### src/rtl/dual_thread_split_queue.sv
module dual_thread_split_queue #(
  parameter int DATA_W   = 8,
  parameter int DEPTH    = 8,
  parameter int CRED_W   = 4,
  parameter int CRED_CAP = 4
) (
  input  logic              clk,
  input  logic              rst_n,
  input  logic              push_valid,
  input  logic              push_tid,
  input  logic [DATA_W-1:0] push_data,
  output logic [1:0]        push_ready,
  input  logic [1:0]        stall,
  input  logic [1:0]        halt,
  input  logic [CRED_W-1:0] held0,
  input  logic [CRED_W-1:0] held1,
  input  logic              solo_req,
  input  logic              solo_tid,
  output logic              solo_act,
  output logic              pop_valid,
  output logic              pop_tid,
  output logic [DATA_W-1:0] pop_data
);
  localparam int HALF = DEPTH / 2;
  localparam int AW   = $clog2(DEPTH);
  localparam int CW   = $clog2(DEPTH + 1);

  logic [DATA_W:0] mem [DEPTH];
  logic solo_q, owner_q, pref_q;
  logic [1:0][AW-1:0] rp, wp;
  logic [1:0][CW-1:0] cnt, lim;
  logic [1:0][CRED_W-1:0] held;
  logic [1:0] elig, fire, take;
  logic pending, switch_now, pick;
  logic [AW-1:0] base1, rd_addr, wr_addr;
  logic [DATA_W:0] rd_word;

  function automatic logic [AW-1:0] bump(input logic [AW-1:0] p, input logic [CW-1:0] l);
    return (CW'(p) + CW'(1) == l) ? '0 : p + AW'(1);
  endfunction

  assign held       = {held1, held0};
  assign solo_act   = solo_q;
  assign pending    = (solo_req != solo_q) || (solo_req && solo_tid != owner_q);
  assign switch_now = pending && cnt[0] == '0 && cnt[1] == '0;
  assign base1      = solo_q ? '0 : AW'(HALF);

  always_comb begin
    for (int t = 0; t < 2; t++) begin
      lim[t] = solo_q ? ((owner_q == 1'(t)) ? CW'(DEPTH) : '0) : CW'(HALF);
      push_ready[t] = !pending && cnt[t] < lim[t];
      elig[t] = cnt[t] != '0 && !stall[t] && !halt[t] && held[t] < CRED_W'(CRED_CAP);
      fire[t] = push_valid && push_tid == 1'(t) && push_ready[t];
    end
  end

  assign pick      = (elig == 2'b11) ? pref_q : elig[1];
  assign pop_valid = |elig;
  assign take      = {pop_valid && pick, pop_valid && !pick};
  assign rd_addr   = (pick ? base1 : '0) + rp[pick];
  assign wr_addr   = (push_tid ? base1 : '0) + wp[push_tid];
  assign rd_word   = mem[rd_addr];
  assign pop_tid   = rd_word[DATA_W];
  assign pop_data  = rd_word[DATA_W-1:0];

  always_ff @(posedge clk)
    if (|fire) mem[wr_addr] <= {push_tid, push_data};

  always_ff @(posedge clk or negedge rst_n) begin
    if (!rst_n) begin
      solo_q  <= 1'b0;
      owner_q <= 1'b0;
      pref_q  <= 1'b0;
      rp      <= '0;
      wp      <= '0;
      cnt     <= '0;
    end else begin
      if (pop_valid) pref_q <= ~pick;
      if (switch_now) begin
        solo_q  <= solo_req;
        owner_q <= solo_tid;
        rp      <= '0;
        wp      <= '0;
      end else begin
        for (int t = 0; t < 2; t++) begin
          if (fire[t]) wp[t] <= bump(wp[t], lim[t]);
          if (take[t]) rp[t] <= bump(rp[t], lim[t]);
        end
      end
      for (int t = 0; t < 2; t++)
        cnt[t] <= cnt[t] + CW'(fire[t]) - CW'(take[t]);
    end
  end
endmodule


### config.mk
export PLATFORM = sky130hd
export DESIGN_NAME = dual_thread_split_queue
export DESIGN_NICKNAME = d
export VERILOG_FILES = /design/src/rtl/dual_thread_split_queue.sv
export SDC_FILE = /design/constraint.sdc
export NUM_CORES = 1
export LEC_CHECK = 0
export BUFFER_PORTS_ARGS = -buffer_cell sky130_fd_sc_hd__buf_2
export CORE_MARGIN = 1.5
export CORE_UTILIZATION = 35
export CTS_BUF_LIST = sky130_fd_sc_hd__clkbuf_4 sky130_fd_sc_hd__clkbuf_8
export DETAILED_ROUTE_END_ITERATION = 7
export GPL_ROUTABILITY_DRIVEN = 0
export PLACE_DENSITY_LB_ADDON = 0.2
export SYNTH_ARGS = -nofsm -noshare
export SYNTH_HDL_FRONTEND = slang
export SYNTH_SLANG_ARGS = --single-unit
### constraint.sdc
create_clock -name clk -period 4.4 [get_ports clk]
set_input_delay 0.66 -clock clk [delete_from_list [all_inputs] [get_ports clk]]
set_output_delay 0.66 -clock clk [all_outputs]
set_load 0.05 [all_outputs]
# Word level (Yosys, flattened, before mapping)
# Memory sizes are Yosys's and may differ from the RTL's.
# Cells that the tools add are included.
# W data, S select, Z words.
dict set report totals {
  wordCells 97
  output_inout_bits 13
  memories 1
  input_bits 26
  ramBits 72
  regBits 23
}
dict set report classes {
  mux 24
  add_sub_neg 14
  order_cmp 6
  eq_ne 7
  n_reduce_logical 34
  n_bitwise 2
}
# memory words word_bits read_ports rd_clocked_by_memory_dff wr line_no
set memory_table {}
lappend memory_table {mem 8 9 1 0 1 28} ;# logic [DATA_W:0] mem [DEPTH];
# op count
set op_table {}
lappend op_table {{$mux W3} 15}
lappend op_table {{$logic_and A1 B1 Y1} 17}
lappend op_table {{$add A3 B1 Y4 const B} 4}
lappend op_table {{$eq A4 B4 Y1} 4}
lappend op_table {{$mux W4} 4}
lappend op_table {{$add A3 B1 Y3 const B} 4}
lappend op_table {{$mux W6} 2}
lappend op_table {{$add A4 B1 Y4} 2}
lappend op_table {{$logic_not A4 Y1} 2}
lappend op_table {{$lt A4 B3 Y1 const B} 2}
lappend op_table {{$lt A4 B4 Y1} 2}
lappend op_table {{$reduce_bool A2 Y1} 4}
lappend op_table {{$reduce_bool A4 Y1} 2}
lappend op_table {{$sub A4 B1 Y4} 2}
lappend op_table {{$add A3 B3 Y3} 2}
lappend op_table {{$logic_not A1 Y1} 6}
lappend op_table {{$lt A1 B2 Y1 const B} 2}
lappend op_table {{$reduce_or A2 Y1} 2}
lappend op_table {{$mux W1} 3}
lappend op_table {{$eq A2 B2 Y1 const B} 1}
lappend op_table {{$ne A1 B1 Y1} 2}
lappend op_table {{$not A1 Y1} 2}
lappend op_table {{$logic_or A1 B1 Y1} 1}

# Logic depth before layout (Yosys ltp)
# Gate-level depths: netlist of the first run.
dict set report depth {
  ltp_word 10
  depth_mapped 13
  mapped_depth_nobuf 11
}

# Worst setup path after synthesis of the first run
# OpenSTA, ideal clock, no wires.
dict set report synth_timing {
  path_type {input port to output port}
  start {input port stall[1]}
  end {output port pop_data[0]}
  n_path_buf 1
  required_ps 3740
  setup_slack_ps -118
  arrival_time_ps 3858
  path_stages 7
  path_cell_list {or4_1 or2_0 buf_6 nor2_2 mux2i_2 a211oi_1 nor4_1}
}
dict set report synth_via {
  elab_chain_len 10
  elab_cells_between_ends 11
  cone_classes {1 x add/sub; 1 x eq/ne; 4 x mux; 4 x reduce/logical; 1 x memory}
}
# item line_no
set synth_rtl {}
lappend synth_rtl {{from (decl)} 13} ;# input logic [1:0] stall,
lappend synth_rtl {{$logic_not A1 Y1 *} 52} ;# elig[t] = cnt[t] != '0 && !stall[t] && !halt[t] && held[t] < CRED_W'(CRED_CAP);
lappend synth_rtl {{$logic_and A1 B1 Y1 * (3 in a row)} 52}
lappend synth_rtl {{$eq A2 B2 Y1} 57} ;# assign pick = (elig == 2'b11) ? pref_q : elig[1];
lappend synth_rtl {{$mux W1 *} 57}
lappend synth_rtl {{$mux W3 (not written as such) (2 in a row)} 60} ;# assign rd_addr = (pick ? base1 : '0) + rp[pick];
lappend synth_rtl {{$add A3 B3 Y3 *} 60}
lappend synth_rtl {{$mem_v2 Z8 W9 *} -}
lappend synth_rtl {{to (decl)} 22} ;# output logic [DATA_W-1:0] pop_data
# Mark *: on every way between the ends. The rest lies on a longest branch, timed or not. The select of a mux whose other input is x is not followed.

# Final worst setup path of the first run
dict set report layout_timing {
  start {register cnt[6] in the netlist's numbering}
  end {output port pop_data[7]}
}
dict set report layout_via {
  elab_chain_len 10
  elab_cells_between_ends 11
  cone_classes {1 x add/sub; 1 x eq/ne; 4 x mux; 4 x reduce/logical; 1 x memory}
}
# item line_no
set layout_rtl {}
lappend layout_rtl {{from (decl)} 31} ;# logic [1:0][CW-1:0] cnt, lim;
lappend layout_rtl {{from (signal, indexed assignment)} 91} ;# cnt[t] <= cnt[t] + CW'(fire[t]) - CW'(take[t]);
lappend layout_rtl {{$reduce_bool A4 Y1 *} 52}
lappend layout_rtl {{$logic_and A1 B1 Y1 * (3 in a row)} 52}
lappend layout_rtl {{$eq A2 B2 Y1} 57}
lappend layout_rtl {{$mux W1 *} 57}
lappend layout_rtl {{$mux W3 (not written as such) (2 in a row)} 60}
lappend layout_rtl {{$add A3 B3 Y3 *} 60}
lappend layout_rtl {{$mem_v2 Z8 W9 *} -}
# Marked as above.

==> metrics.txt, run 1 <==
# TYPE chip_impl_metric gauge
chip_impl_info{name="outcome",value="complete, no violations"} 1
chip_impl_metric{name="yosys_warnings",unit=""} 0
chip_impl_info{name="post_synth_main_area_contributors",value="sky130_fd_sc_hd__edfxtp_1 47%, sky130_fd_sc_hd__dfrtp_1 12%, sky130_fd_sc_hd__a211oi_1 5.8%"} 1
chip_impl_metric{name="vias_per_cell",unit=""} 5.09
chip_impl_metric{name="first_global_vias",unit=""} 3005
chip_impl_metric{name="die_area",unit="mm^2"} 0.0139
chip_impl_info{name="min-delay-path-class",value="in2async"} 1
chip_impl_metric{name="design.final.nets",unit=""} 460
chip_impl_info{name="synth-main-ff-cell",value="sky130_fd_sc_hd__edfxtp_1"} 1
chip_impl_metric{name="crit_path_max_fanout",unit=""} 8
chip_impl_info{name="clock_tree.root_cell",value="sky130_fd_sc_hd__clkbuf_8"} 1
chip_impl_metric{name="ctsHtreeMaxLevel",unit=""} 3
chip_impl_metric{name="detail_route.drc_violations",unit=""} 0
chip_impl_metric{name="max_slew_margin",unit=""} 0.579
chip_impl_metric{name="p_per_area",unit="mW/mm^2"} 636
chip_impl_metric{name="grt_use_met3",unit=""} 0.0373
chip_impl_metric{name="cts_buffer_depth",unit=""} 2
chip_impl_metric{name="net-switching-power",unit="mW"} 1.50
chip_impl_info{name="setup.worst_path.start_class",value="flop"} 1
chip_impl_info{name="rsz0062_at_grt",value="false"} 1
chip_impl_metric{name="synth_cell_type_count",unit=""} 47
chip_impl_info{name="timing_worst_setup_path_type",value="reg2out"} 1
chip_impl_metric{name="synth.cell_area",unit="mm^2"} 0.00463
chip_impl_metric{name="ant_nets",unit=""} 0
chip_impl_metric{name="synth-edff-count",unit=""} 72
chip_impl_metric{name="layout-drive-gt1-share",unit=""} 0.224
chip_impl_metric{name="synth_sequential_area_ratio",unit=""} 0.591
chip_impl_metric{name="synth_top_area_share",unit=""} 0.467
chip_impl_metric{name="gr-usage-met1",unit=""} 0.195
chip_impl_metric{name="fmax",unit="GHz"} 0.251
chip_impl_metric{name="r2r_cells",unit=""} 8
chip_impl_metric{name="synth_nets",unit=""} 412
chip_impl_metric{name="maxCapViolations",unit=""} 0
chip_impl_info{name="critPathCaptureType",value="output port"} 1
chip_impl_info{name="grt-busiest-layer",value="met2"} 1
chip_impl_metric{name="final_period_minus_worst_setup_slack",unit="ns"} 3.99
chip_impl_metric{name="grt_antenna_before_repair",unit=""} 0
chip_impl_metric{name="ys_async_sr_fraction",unit=""} 0.242
chip_impl_metric{name="initial_utilization",unit=""} 0.363
chip_impl_info{name="synth_area_leader_cell",value="sky130_fd_sc_hd__edfxtp_1"} 1
chip_impl_metric{name="dp_cells",unit=""} 575
chip_impl_metric{name="detail_route.wl_per_cell",unit="um"} 17.2
chip_impl_metric{name="die_w",unit="um"} 118
chip_impl_metric{name="synthCells",unit=""} 366
chip_impl_metric{name="fp-row-count",unit=""} 41
chip_impl_metric{name="tightestPinTransition",unit="ns"} 0.630
chip_impl_metric{name="post-route-cell-area",unit="mm^2"} 0.00531
chip_impl_metric{name="largest_net_degree_at_the_start_of_global_routing",unit=""} 37
chip_impl_metric{name="leakage",unit="nW"} 1.95
chip_impl_metric{name="globalRouteTotalUtil",unit=""} 0.154
chip_impl_info{name="rr_endpoint",value="mem[7][7]"} 1
chip_impl_metric{name="clk_latency",unit="ns"} 0.38
chip_impl_metric{name="core_area",unit="mm^2"} 0.0128
chip_impl_info{name="synth_most_common_cell",value="sky130_fd_sc_hd__edfxtp_1"} 1
chip_impl_metric{name="timing.final.ws_setup",unit="ns"} 0.411
chip_impl_metric{name="power_frac_clock",unit=""} 0.161
chip_impl_metric{name="seq_power_share",unit=""} 0.368
chip_impl_metric{name="pre_cts_worst_setup_slack",unit="ns"} 0.420
chip_impl_metric{name="number_of_max_slew_violations_in_the_final_report",unit=""} 0
chip_impl_info{name="synth_commonest_cells",value="72 x sky130_fd_sc_hd__edfxtp_1, 36 x sky130_fd_sc_hd__a211oi_1, 36 x sky130_fd_sc_hd__a21boi_0, 23 x sky130_fd_sc_hd__dfrtp_1, 19 x sky130_fd_sc_hd__nand2_1"} 1
chip_impl_metric{name="postSynthAreaPerCell",unit="um^2"} 12.7
chip_impl_metric{name="cell_area_after_placement",unit="mm^2"} 0.00512
chip_impl_metric{name="top_level_ports",unit=""} 39
chip_impl_metric{name="dp.final_hpwl",unit="um"} 6620
chip_impl_metric{name="syn2layout_area_growth",unit="%"} 14.6
chip_impl_metric{name="gr-usage-met2",unit=""} 0.259
chip_impl_metric{name="hold_viol",unit=""} 0
chip_impl_metric{name="drt_pre_antenna_iters",unit=""} 4
chip_impl_metric{name="post-layout-total-power",unit="mW"} 3.38
chip_impl_metric{name="timing.final.setup_violations",unit=""} 0
chip_impl_metric{name="rrSetupSlack",unit="ns"} 1.25
chip_impl_metric{name="num_antenna_cells",unit=""} 0
chip_impl_metric{name="cp.arrival",unit="ns"} 3.33
chip_impl_metric{name="tns",unit="ns"} 0
chip_impl_metric{name="floorplan.die.height",unit="um"} 118
chip_impl_metric{name="grt_pass1_wl",unit="um"} 16200
chip_impl_metric{name="cts_buffers",unit=""} 9
chip_impl_metric{name="clkSlewWorstSetupHoldPaths",unit="ns"} 0.09
chip_impl_metric{name="irDropWorstVdd",unit="V"} 0.000383
chip_impl_metric{name="finish.cell_count_without_fillers",unit=""} 591
chip_impl_metric{name="combinationalPowerShare",unit=""} 0.472
chip_impl_info{name="tritoncts",value="yes"} 1
chip_impl_metric{name="cts_num_sinks",unit=""} 95
chip_impl_metric{name="switching_share",unit=""} 0.445
chip_impl_metric{name="finalWirelength",unit="um"} 10200
chip_impl_metric{name="worstPathRequired",unit="ns"} 3.74
chip_impl_metric{name="global_route.overflow_total",unit=""} 0
chip_impl_metric{name="fin_worst_skew",unit="ns"} 0.0123
chip_impl_metric{name="final_core_area_utilization",unit=""} 0.416
chip_impl_metric{name="internal_power",unit="mW"} 1.88
chip_impl_metric{name="num_vias",unit=""} 3006
chip_impl_metric{name="drt-initial-drc-count",unit=""} 206
chip_impl_metric{name="ys_ff_latch",unit=""} 95
chip_impl_metric{name="timing.final.crit_share",unit=""} 0.907
chip_impl_metric{name="portBuffers",unit=""} 34
chip_impl_metric{name="worst_hold_slack",unit="ns"} 0.257
chip_impl_info{name="r2r-start",value="solo_act"} 1
## state kept, by name (all words and copies together), names as in the netlist
| signal | count |
|---|---|
| pref_q | 1 |
| mem | 72 |
| solo_act | 1 |
| owner_q | 1 |
| cnt | 8 |
| rp | 6 |
| wp | 6 |
## how the worst max path moves through the flow
stage,to,startpoint,depth (start not counted),slack (ns)
floorplan,pop_data[0],stall[1],7,0.44
global placement,pop_data[5],stall[1],9,0.43
detailed placement,pop_data[5],stall[1],9,0.42
CTS,pop_data[5],cnt[6],9,0.1
global route,pop_data[7],cnt[6],10,0.12
finish,pop_data[7],cnt[6],10,0.41
## power groups by stage
stage	Clock (mW)	Sequential, mW	Combinational, mW
2_1_floorplan	0	1.22	1.25
3_3_place_gp	0	1.26	1.59
3_5_place_dp	0	1.26	1.62
4_1_cts	0.562	1.24	1.62
5_1_grt	0.591	1.26	1.76
6_report	0.543	1.24	1.59
## layer usage
layer  vias up  wire, um
met5         -         0
met4         0       133
met3        11       389
met2        58      5080
met1      1470      4590
li1       1467         -
## layout by cell type, fill, tap and decap left out, drive strengths merged, types with 3 or more instances in the layout
master and instances:
inv 20, nor4 11, o21ai 11, edfxtp 72, and3 3, nand3 3
a21oi 13, a211oi 36, dfrtp 23, ha 18, mux2 5, xor2 4
buf 53, nand3b 4, and2 3, a21o 4, nand2 19, clkbuf 11
mux2i 3, a21boi 36, nor3 4, nor3b 4, nor2 18, nand2b 10
xnor2 9
## final cells by class
cell class                      instances  area (um^2)
Fill cell                            1211         7470
Sequential cell                        95         2740
Multi-Input combinational cell        237         1780
Timing Repair Buffer                   53          325
Tap cell                              172          215
Clock buffer                           11          139
Inverter                               18         67.6
Clock inverter                          5         41.3
## critical path, stage by stage, from the launching register on
cell,delay (ns)
sky130_fd_sc_hd__dfrtp_1,0.39
sky130_fd_sc_hd__inv_1,0.07
sky130_fd_sc_hd__ha_1,0.14
sky130_fd_sc_hd__nor3b_1,0.34
sky130_fd_sc_hd__or2_0,0.43
sky130_fd_sc_hd__nor2_2,0.20
sky130_fd_sc_hd__a31oi_2,0.42
sky130_fd_sc_hd__buf_4,0.24
sky130_fd_sc_hd__a211oi_1,0.07
sky130_fd_sc_hd__nor4_2,0.34
sky130_fd_sc_hd__buf_2,0.32
## cell families (layout without fill, tap and decap cells)
| kind of cell | after synthesis | in the layout | synth area share |
|---|---|---|---|
| compound gates | 109 | 109 | 0.169 |
| mux | 8 | 8 | 0.0194 |
| buf+inv | 34 | 87 | 0.0373 |
| fa+ha+maj | 20 | 20 | 0.0573 |
| flops | 95 | 95 | 0.591 |
| xor+xnor | 13 | 13 | 0.0246 |
| simple gates | 87 | 87 | 0.102 |
## timing repair
action | 4_1_cts | 5_1_grt
setup buffers | 0 | 0
endpoints found under the hold margin | 0 | 0
endpoints found under the setup margin | 0 | 2
hold buffers | 0 | 0
resized for setup | 0 | 1
No activity file was read; power rests on OpenSTA's default activity.
==> inputs of run 2 (changes only) <==
--- a/config.mk
+++ b/config.mk
@@ -6,12 +6,12 @@
 export NUM_CORES = 1
 export LEC_CHECK = 0
 export BUFFER_PORTS_ARGS = -buffer_cell sky130_fd_sc_hd__buf_2
-export CORE_MARGIN = 1.5
-export CORE_UTILIZATION = 35
+export CORE_UTILIZATION = 60
 export CTS_BUF_LIST = sky130_fd_sc_hd__clkbuf_4 sky130_fd_sc_hd__clkbuf_8
 export DETAILED_ROUTE_END_ITERATION = 7
 export GPL_ROUTABILITY_DRIVEN = 0
 export PLACE_DENSITY_LB_ADDON = 0.2
+export REMOVE_ABC_BUFFERS = 1
 export SYNTH_ARGS = -nofsm -noshare
 export SYNTH_HDL_FRONTEND = slang
 export SYNTH_SLANG_ARGS = --single-unit
==> run 2 against run 1 <==
  * Sequential power is essentially flat
  * Worst setup slack got worse by 0.047 ns
  * First-iteration DRC count increased by 2.4%
  * Combinational power shrank 6%
  * Wire length is 12% lower
  * Clock-buffer cell count shrank 1
  * Highest routed layer unchanged
  * Global-route usage grew 8.8 points
==> metrics.txt, run 2 (synthesis gave the netlist of run 1 again) <==
# TYPE chip_impl_metric gauge
chip_impl_metric{name="cts_hold_repair.buffers",unit=""} 0
chip_impl_metric{name="top_level_ports",unit=""} 39
chip_impl_info{name="outcome",value="complete, no violations"} 1
chip_impl_metric{name="ant_nets",unit=""} 0
chip_impl_info{name="top_register",value="mem"} 1
chip_impl_info{name="setup.worst_path.start_class",value="input pin"} 1
chip_impl_metric{name="worst_hold_slack",unit="ns"} 0.271
chip_impl_info{name="rsz0062_at_grt",value="false"} 1
chip_impl_metric{name="irDropWorstVdd",unit="V"} 0.000316
chip_impl_info{name="most-common-layout-cells",value="72 x sky130_fd_sc_hd__edfxtp_1, 36 x sky130_fd_sc_hd__a21boi_0, 36 x sky130_fd_sc_hd__a211oi_1, 34 x sky130_fd_sc_hd__buf_2, 23 x sky130_fd_sc_hd__dfrtp_1"} 1
chip_impl_metric{name="drt_pre_antenna_iters",unit=""} 4
chip_impl_info{name="cp_common_cell",value="sky130_fd_sc_hd__buf_2"} 1
chip_impl_info{name="critPathCaptureType",value="output port"} 1
chip_impl_metric{name="fin_worst_skew",unit="ns"} 0.00664
chip_impl_info{name="tritoncts",value="yes"} 1
chip_impl_info{name="r2r-start",value="solo_act"} 1
chip_impl_metric{name="fmax",unit="GHz"} 0.248
chip_impl_metric{name="leakage",unit="nW"} 1.92
chip_impl_metric{name="post-route-cell-area",unit="mm^2"} 0.00513
chip_impl_metric{name="largest_register_ff_count",unit=""} 72
chip_impl_metric{name="crit_path_max_fanout",unit=""} 9
chip_impl_metric{name="clkSlewWorstSetupHoldPaths",unit="ns"} 0.09
chip_impl_metric{name="initial_utilization",unit=""} 0.629
chip_impl_metric{name="portBuffers",unit=""} 34
chip_impl_info{name="min-delay-path-class",value="in2async"} 1
chip_impl_metric{name="grt_pass1_wl",unit="um"} 14900
chip_impl_metric{name="cts_num_sinks",unit=""} 95
chip_impl_metric{name="finalWirelength",unit="um"} 8970
chip_impl_metric{name="syn2layout_area_growth",unit="%"} 10.7
chip_impl_info{name="worstSetupStartpoint",value="stall[1]"} 1
chip_impl_metric{name="slowest_delay",unit="ns"} 0.53
chip_impl_metric{name="tightestPinTransition",unit="ns"} 0.623
chip_impl_metric{name="timing.final.setup_violations",unit=""} 0
chip_impl_metric{name="max_slew_margin",unit=""} 0.585
chip_impl_metric{name="largest_net_degree_at_the_start_of_global_routing",unit=""} 37
chip_impl_metric{name="cell_area_after_placement",unit="mm^2"} 0.00495
chip_impl_metric{name="ctsHtreeMaxLevel",unit=""} 3
chip_impl_info{name="crit_family",value="simple AND/OR/NAND/NOR gates"} 1
chip_impl_metric{name="num_antenna_cells",unit=""} 0
chip_impl_info{name="timing_worst_setup_path_type",value="in2out"} 1
chip_impl_info{name="path_cells",value="buf_2, or4_1, or2_0, nor2_2, mux2i_2, buf_4, a211oi_1, nor4_1, buf_2"} 1
chip_impl_metric{name="grt_antenna_before_repair",unit=""} 0
chip_impl_metric{name="rrSetupSlack",unit="ns"} 1.13
chip_impl_metric{name="globalRouteTotalUtil",unit=""} 0.241
chip_impl_metric{name="worstPathRequired",unit="ns"} 3.74
chip_impl_info{name="worst_path_max_delay_cell",value="sky130_fd_sc_hd__or4_1"} 1
chip_impl_metric{name="core_area",unit="mm^2"} 0.00737
chip_impl_metric{name="pre_cts_worst_setup_slack",unit="ns"} 0.387
chip_impl_metric{name="layout-drive-gt1-share",unit=""} 0.197
chip_impl_metric{name="final_period_minus_worst_setup_slack",unit="ns"} 4.04
chip_impl_metric{name="clk_latency",unit="ns"} 0.36
chip_impl_metric{name="critical_path.n_buffers_inverters",unit=""} 3
chip_impl_metric{name="num_vias",unit=""} 3013
chip_impl_metric{name="cts_buffers",unit=""} 9
chip_impl_metric{name="fillers",unit=""} 534
chip_impl_info{name="reg_top3",value="mem (72), cnt (8)"} 1
chip_impl_metric{name="dp.final_hpwl",unit="um"} 5980
chip_impl_metric{name="timing.final.ws_setup",unit="ns"} 0.364
chip_impl_metric{name="detail_route.wl_per_cell",unit="um"} 17.4
chip_impl_metric{name="global_route.overflow_total",unit=""} 0
chip_impl_metric{name="maxCapViolations",unit=""} 0
chip_impl_metric{name="cts_buffer_depth",unit=""} 2
chip_impl_metric{name="floorplan.die.height",unit="um"} 89.9
chip_impl_metric{name="number_of_max_slew_violations_in_the_final_report",unit=""} 0
chip_impl_metric{name="post-layout-total-power",unit="mW"} 3.26
chip_impl_metric{name="timing.final.crit_share",unit=""} 0.917
chip_impl_metric{name="vias_per_cell",unit=""} 5.84
chip_impl_metric{name="cp.arrival",unit="ns"} 3.38
chip_impl_metric{name="drt-initial-drc-count",unit=""} 211
chip_impl_metric{name="die_area",unit="mm^2"} 0.00807
chip_impl_metric{name="design.final.nets",unit=""} 458
chip_impl_metric{name="first_global_vias",unit=""} 2970
chip_impl_metric{name="fp-row-count",unit=""} 31
chip_impl_metric{name="hold_viol",unit=""} 0
chip_impl_metric{name="detail_route.drc_violations",unit=""} 0
chip_impl_info{name="clock_tree.root_cell",value="sky130_fd_sc_hd__clkbuf_8"} 1
chip_impl_metric{name="p_per_area",unit="mW/mm^2"} 637
chip_impl_metric{name="die_w",unit="um"} 89.9
chip_impl_info{name="layout_commonest_cell",value="sky130_fd_sc_hd__edfxtp_1"} 1
run 2: cell types whose count changed in the layout (fill, tap and decap cells not counted), sizes merged:
cell    before  now
buf         53   51
clkbuf      11   10
clkinv       1    2
run 2: worst reg2reg max path: stages, from the launching register on:
cell                       delay [ns]
sky130_fd_sc_hd__dfrtp_1         0.75
sky130_fd_sc_hd__nand2_1         0.20
sky130_fd_sc_hd__ha_1            0.32
sky130_fd_sc_hd__o21a_1          0.11
sky130_fd_sc_hd__or4_1           0.61
sky130_fd_sc_hd__nand2b_1        0.15
sky130_fd_sc_hd__nand2b_1        0.11
sky130_fd_sc_hd__nor2_1          0.47
sky130_fd_sc_hd__buf_4           0.26
run 2: path summary, 6_finish.rpt:
path	depth (start not counted)	to
worst max-delay path	9	pop_tid
worst min-delay path	1	cnt[3]
worst max register to register	8	mem[4][6]
worst min register to register	1	cnt[4]
max in group asynchronous	1	cnt[4]
min in group clk	1	cnt[4]
run 2: cell type report:
cell class              count  area, um^2  area share
inverters                  18        67.6      0.0132
multi-input cells         237        1730       0.336
well taps                  99         124      0.0242
flip-flops and latches     95        2740       0.534
clock inverters             6        45.0     0.00878
clock buffers              10         131      0.0256
repair buffers             51         298      0.0581
run 2: metrics by stage:
stage / setup TNS [ns] / utilization / instances
2_1_floorplan: -3.17 / - / 350
3_3_place_gp: 0 / 0.671 / 500
3_5_place_dp: 0 / 0.671 / 500
4_1_cts: 0 / 0.695 / 516
5_1_grt: 0 / 0.696 / 516
6_report: 0 / 0.696 / 516
run 2: per-layer routing:
layer | track usage | part of all wire | vias up
met1 | 0.328 | 0.44 | 1464
met3 | 0.0338 | 0.038 | 14
li1 | - | - | 1472
met2 | 0.397 | 0.50 | 63
met5 | 0 | 0 | -
met4 | 0.0968 | 0.019 | 0
run 2: repair_timing:
action,CTS,global route
setup endpoints to repair,0,9
gates resized for setup,0,1
setup buffers,0,0
run 2: power by group:
part,internal [mW],switching [mW]
clock,0.215,0.307
combinational,0.506,0.986
sequential,1.09,0.158
==> inputs of run 3 (changes only) <==
--- a/config.mk
+++ b/config.mk
@@ -6,7 +6,7 @@
 export NUM_CORES = 1
 export LEC_CHECK = 0
 export BUFFER_PORTS_ARGS = -buffer_cell sky130_fd_sc_hd__buf_2
-export CORE_UTILIZATION = 60
+export CORE_UTILIZATION = 59
 export CTS_BUF_LIST = sky130_fd_sc_hd__clkbuf_4 sky130_fd_sc_hd__clkbuf_8
 export DETAILED_ROUTE_END_ITERATION = 7
 export GPL_ROUTABILITY_DRIVEN = 0
==> run 3 against run 2 <==
  * Power increased by 7.0%
  * Utilization rose by 0.56 points
  * Maximum frequency fell by 3.1%
  * Clock-buffer cell count is 1 lower
  * Wire length is 3.6% higher
  * Largest power group unchanged
  * Critical path depth shrank 1
==> metrics.txt, run 3 (synthesis gave the netlist of run 1 again) <==
# TYPE chip_impl_metric gauge
chip_impl_info{name="outcome",value="complete, no violations"} 1
chip_impl_metric{name="cts_post_setup_buffers_inserted",unit=""} 0
chip_impl_metric{name="grt_pass1_wl",unit="um"} 15200
chip_impl_metric{name="cts_hold_repair.buffers",unit=""} 0
chip_impl_metric{name="area.sequential",unit="mm^2"} 0.00274
chip_impl_metric{name="detail_route.wl_per_cell",unit="um"} 18.1
chip_impl_metric{name="globalRouteTotalUtil",unit=""} 0.243
chip_impl_metric{name="critical_path.n_buffers_inverters",unit=""} 2
chip_impl_metric{name="fillers",unit=""} 518
chip_impl_info{name="min-delay-path-class",value="in2async"} 1
chip_impl_metric{name="cts_buffers",unit=""} 9
chip_impl_info{name="setup.worst_path.start_class",value="input pin"} 1
chip_impl_metric{name="num_vias",unit=""} 3102
chip_impl_info{name="reg_top3",value="mem (72), cnt (8)"} 1
chip_impl_metric{name="clkSlewWorstSetupHoldPaths",unit="ns"} 0.09
chip_impl_metric{name="grt_antenna_before_repair",unit=""} 0
chip_impl_metric{name="rrSetupSlack",unit="ns"} 1.10
chip_impl_info{name="worst_path_max_delay_cell",value="sky130_fd_sc_hd__a21oi_1"} 1
chip_impl_metric{name="irDropWorstVdd",unit="V"} 0.000416
chip_impl_metric{name="design.final.nets",unit=""} 456
chip_impl_info{name="worstSetupStartpoint",value="stall[0]"} 1
chip_impl_metric{name="tns",unit="ns"} 0
chip_impl_metric{name="fp-row-count",unit=""} 31
chip_impl_metric{name="layout-drive-gt1-share",unit=""} 0.191
chip_impl_metric{name="timing.final.crit_share",unit=""} 0.947
chip_impl_metric{name="die_w",unit="um"} 90.6
chip_impl_metric{name="final_period_minus_worst_setup_slack",unit="ns"} 4.17
chip_impl_metric{name="initial_utilization",unit=""} 0.625
chip_impl_info{name="top_register",value="mem"} 1
chip_impl_info{name="path_cells",value="buf_2, nor4_1, nor3b_2, nor2_2, a21oi_1, a211oi_1, nor4_1, buf_2"} 1
chip_impl_metric{name="ctsHtreeMaxLevel",unit=""} 3
chip_impl_metric{name="worstPathRequired",unit="ns"} 3.74
chip_impl_metric{name="crit_path_max_fanout",unit=""} 9
chip_impl_metric{name="drt-initial-drc-count",unit=""} 222
chip_impl_metric{name="vias_per_cell",unit=""} 6.05
chip_impl_metric{name="cts_resized",unit=""} 0
chip_impl_metric{name="number_of_max_slew_violations_in_the_final_report",unit=""} 0
chip_impl_metric{name="syn2layout_area_growth",unit="%"} 12.2
chip_impl_metric{name="maxCapViolations",unit=""} 0
chip_impl_info{name="layout_commonest_cell",value="sky130_fd_sc_hd__edfxtp_1"} 1
chip_impl_metric{name="hold_viol",unit=""} 0
chip_impl_metric{name="leakage",unit="nW"} 1.96
chip_impl_metric{name="p_per_area",unit="mW/mm^2"} 672
chip_impl_metric{name="first_global_vias",unit=""} 3045
chip_impl_metric{name="core_area",unit="mm^2"} 0.00741
chip_impl_info{name="critPathCaptureType",value="output port"} 1
chip_impl_metric{name="finalWirelength",unit="um"} 9300
chip_impl_metric{name="cts_buffer_depth",unit=""} 2
chip_impl_metric{name="clk_latency",unit="ns"} 0.37
chip_impl_metric{name="ant_nets",unit=""} 0
chip_impl_metric{name="r2r_cells",unit=""} 8
chip_impl_metric{name="tightestPinTransition",unit="ns"} 1.04
chip_impl_info{name="timing_worst_setup_path_type",value="in2out"} 1
chip_impl_info{name="tritoncts",value="yes"} 1
chip_impl_metric{name="dp.final_hpwl",unit="um"} 6100
chip_impl_info{name="rsz0062_at_grt",value="false"} 1
chip_impl_metric{name="die_area",unit="mm^2"} 0.00821
chip_impl_metric{name="slowest_delay",unit="ns"} 0.83
chip_impl_metric{name="fmax",unit="GHz"} 0.240
chip_impl_metric{name="timing.final.setup_violations",unit=""} 0
chip_impl_info{name="rr_endpoint",value="mem[7][5]"} 1
chip_impl_info{name="most-common-layout-cells",value="72 x sky130_fd_sc_hd__edfxtp_1, 36 x sky130_fd_sc_hd__a21boi_0, 36 x sky130_fd_sc_hd__a211oi_1, 34 x sky130_fd_sc_hd__buf_2, 23 x sky130_fd_sc_hd__dfrtp_1"} 1
chip_impl_metric{name="cts_num_sinks",unit=""} 95
chip_impl_metric{name="floorplan.die.height",unit="um"} 90.6
chip_impl_metric{name="num_antenna_cells",unit=""} 0
chip_impl_metric{name="fin_worst_skew",unit="ns"} 0.0113
chip_impl_metric{name="largest_register_ff_count",unit=""} 72
chip_impl_info{name="r2r-start",value="solo_act"} 1
chip_impl_info{name="clock_tree.root_cell",value="sky130_fd_sc_hd__clkbuf_8"} 1
chip_impl_metric{name="max_slew_margin",unit=""} 0.310
chip_impl_metric{name="cp.arrival",unit="ns"} 3.51
chip_impl_metric{name="detail_route.drc_violations",unit=""} 0
chip_impl_metric{name="portBuffers",unit=""} 34
chip_impl_metric{name="final_core_area_utilization",unit=""} 0.702
chip_impl_metric{name="multi_input_logic_area",unit="mm^2"} 0.00172
chip_impl_metric{name="drt_pre_antenna_iters",unit=""} 5
chip_impl_metric{name="largest_net_degree_at_the_start_of_global_routing",unit=""} 37
chip_impl_metric{name="top_level_ports",unit=""} 39
chip_impl_info{name="crit_family",value="simple AND/OR/NAND/NOR gates"} 1
chip_impl_metric{name="global_route.overflow_total",unit=""} 0
run 3: area by class of cell:
| cell class | instances | area share |
|---|---|---|
| Clock buffer | 9 | 0.0238 |
| Clock inverter | 6 | 0.0270 |
| Inverter | 18 | 0.0130 |
| Multi-Input combinational cell | 237 | 0.331 |
| Sequential cell | 95 | 0.527 |
| Tap cell | 99 | 0.0238 |
| Timing Repair Buffer | 49 | 0.0544 |
run 3: power by group:
part           leakage (nW)  internal (mW)  switching [mW]
Sequential            0.934           1.09           0.161
Combinational         0.891          0.503           0.988
Clock                 0.132          0.438           0.310
Total                  1.96           2.03            1.46
run 3: worst max path at each step:
stage	slack, ns	cells after the start	to
2_1_floorplan	-0.35	6	pop_data[0]
3_3_place_gp	0.40	8	pop_tid
3_5_place_dp	0.28	8	pop_tid
4_1_cts	0.28	8	pop_tid
5_1_grt	0.12	8	pop_tid
6_report	0.23	8	pop_tid
run 3: metrics by stage:
step / power (mW) / cells / hold WS [ns] / setup slack, ns / instance area [um^2]
floorplan: 2.35 / 350 / 0.364 / -0.352 / 4530
global placement: 2.71 / 498 / 0.498 / 0.400 / 4930
detailed placement: 2.77 / 498 / 0.500 / 0.282 / 4930
CTS: 3.50 / 513 / 0.286 / 0.280 / 5200
global route: 3.70 / 513 / 0.313 / 0.116 / 5200
finish: 3.49 / 513 / 0.265 / 0.233 / 5200
run 3: metal layers:
layer / wire length [um] / track usage
met1: 3940 / 0.319
met2: 4730 / 0.413
met5: 0 / 0
met3: 439 / 0.0278
met4: 191 / 0.0941
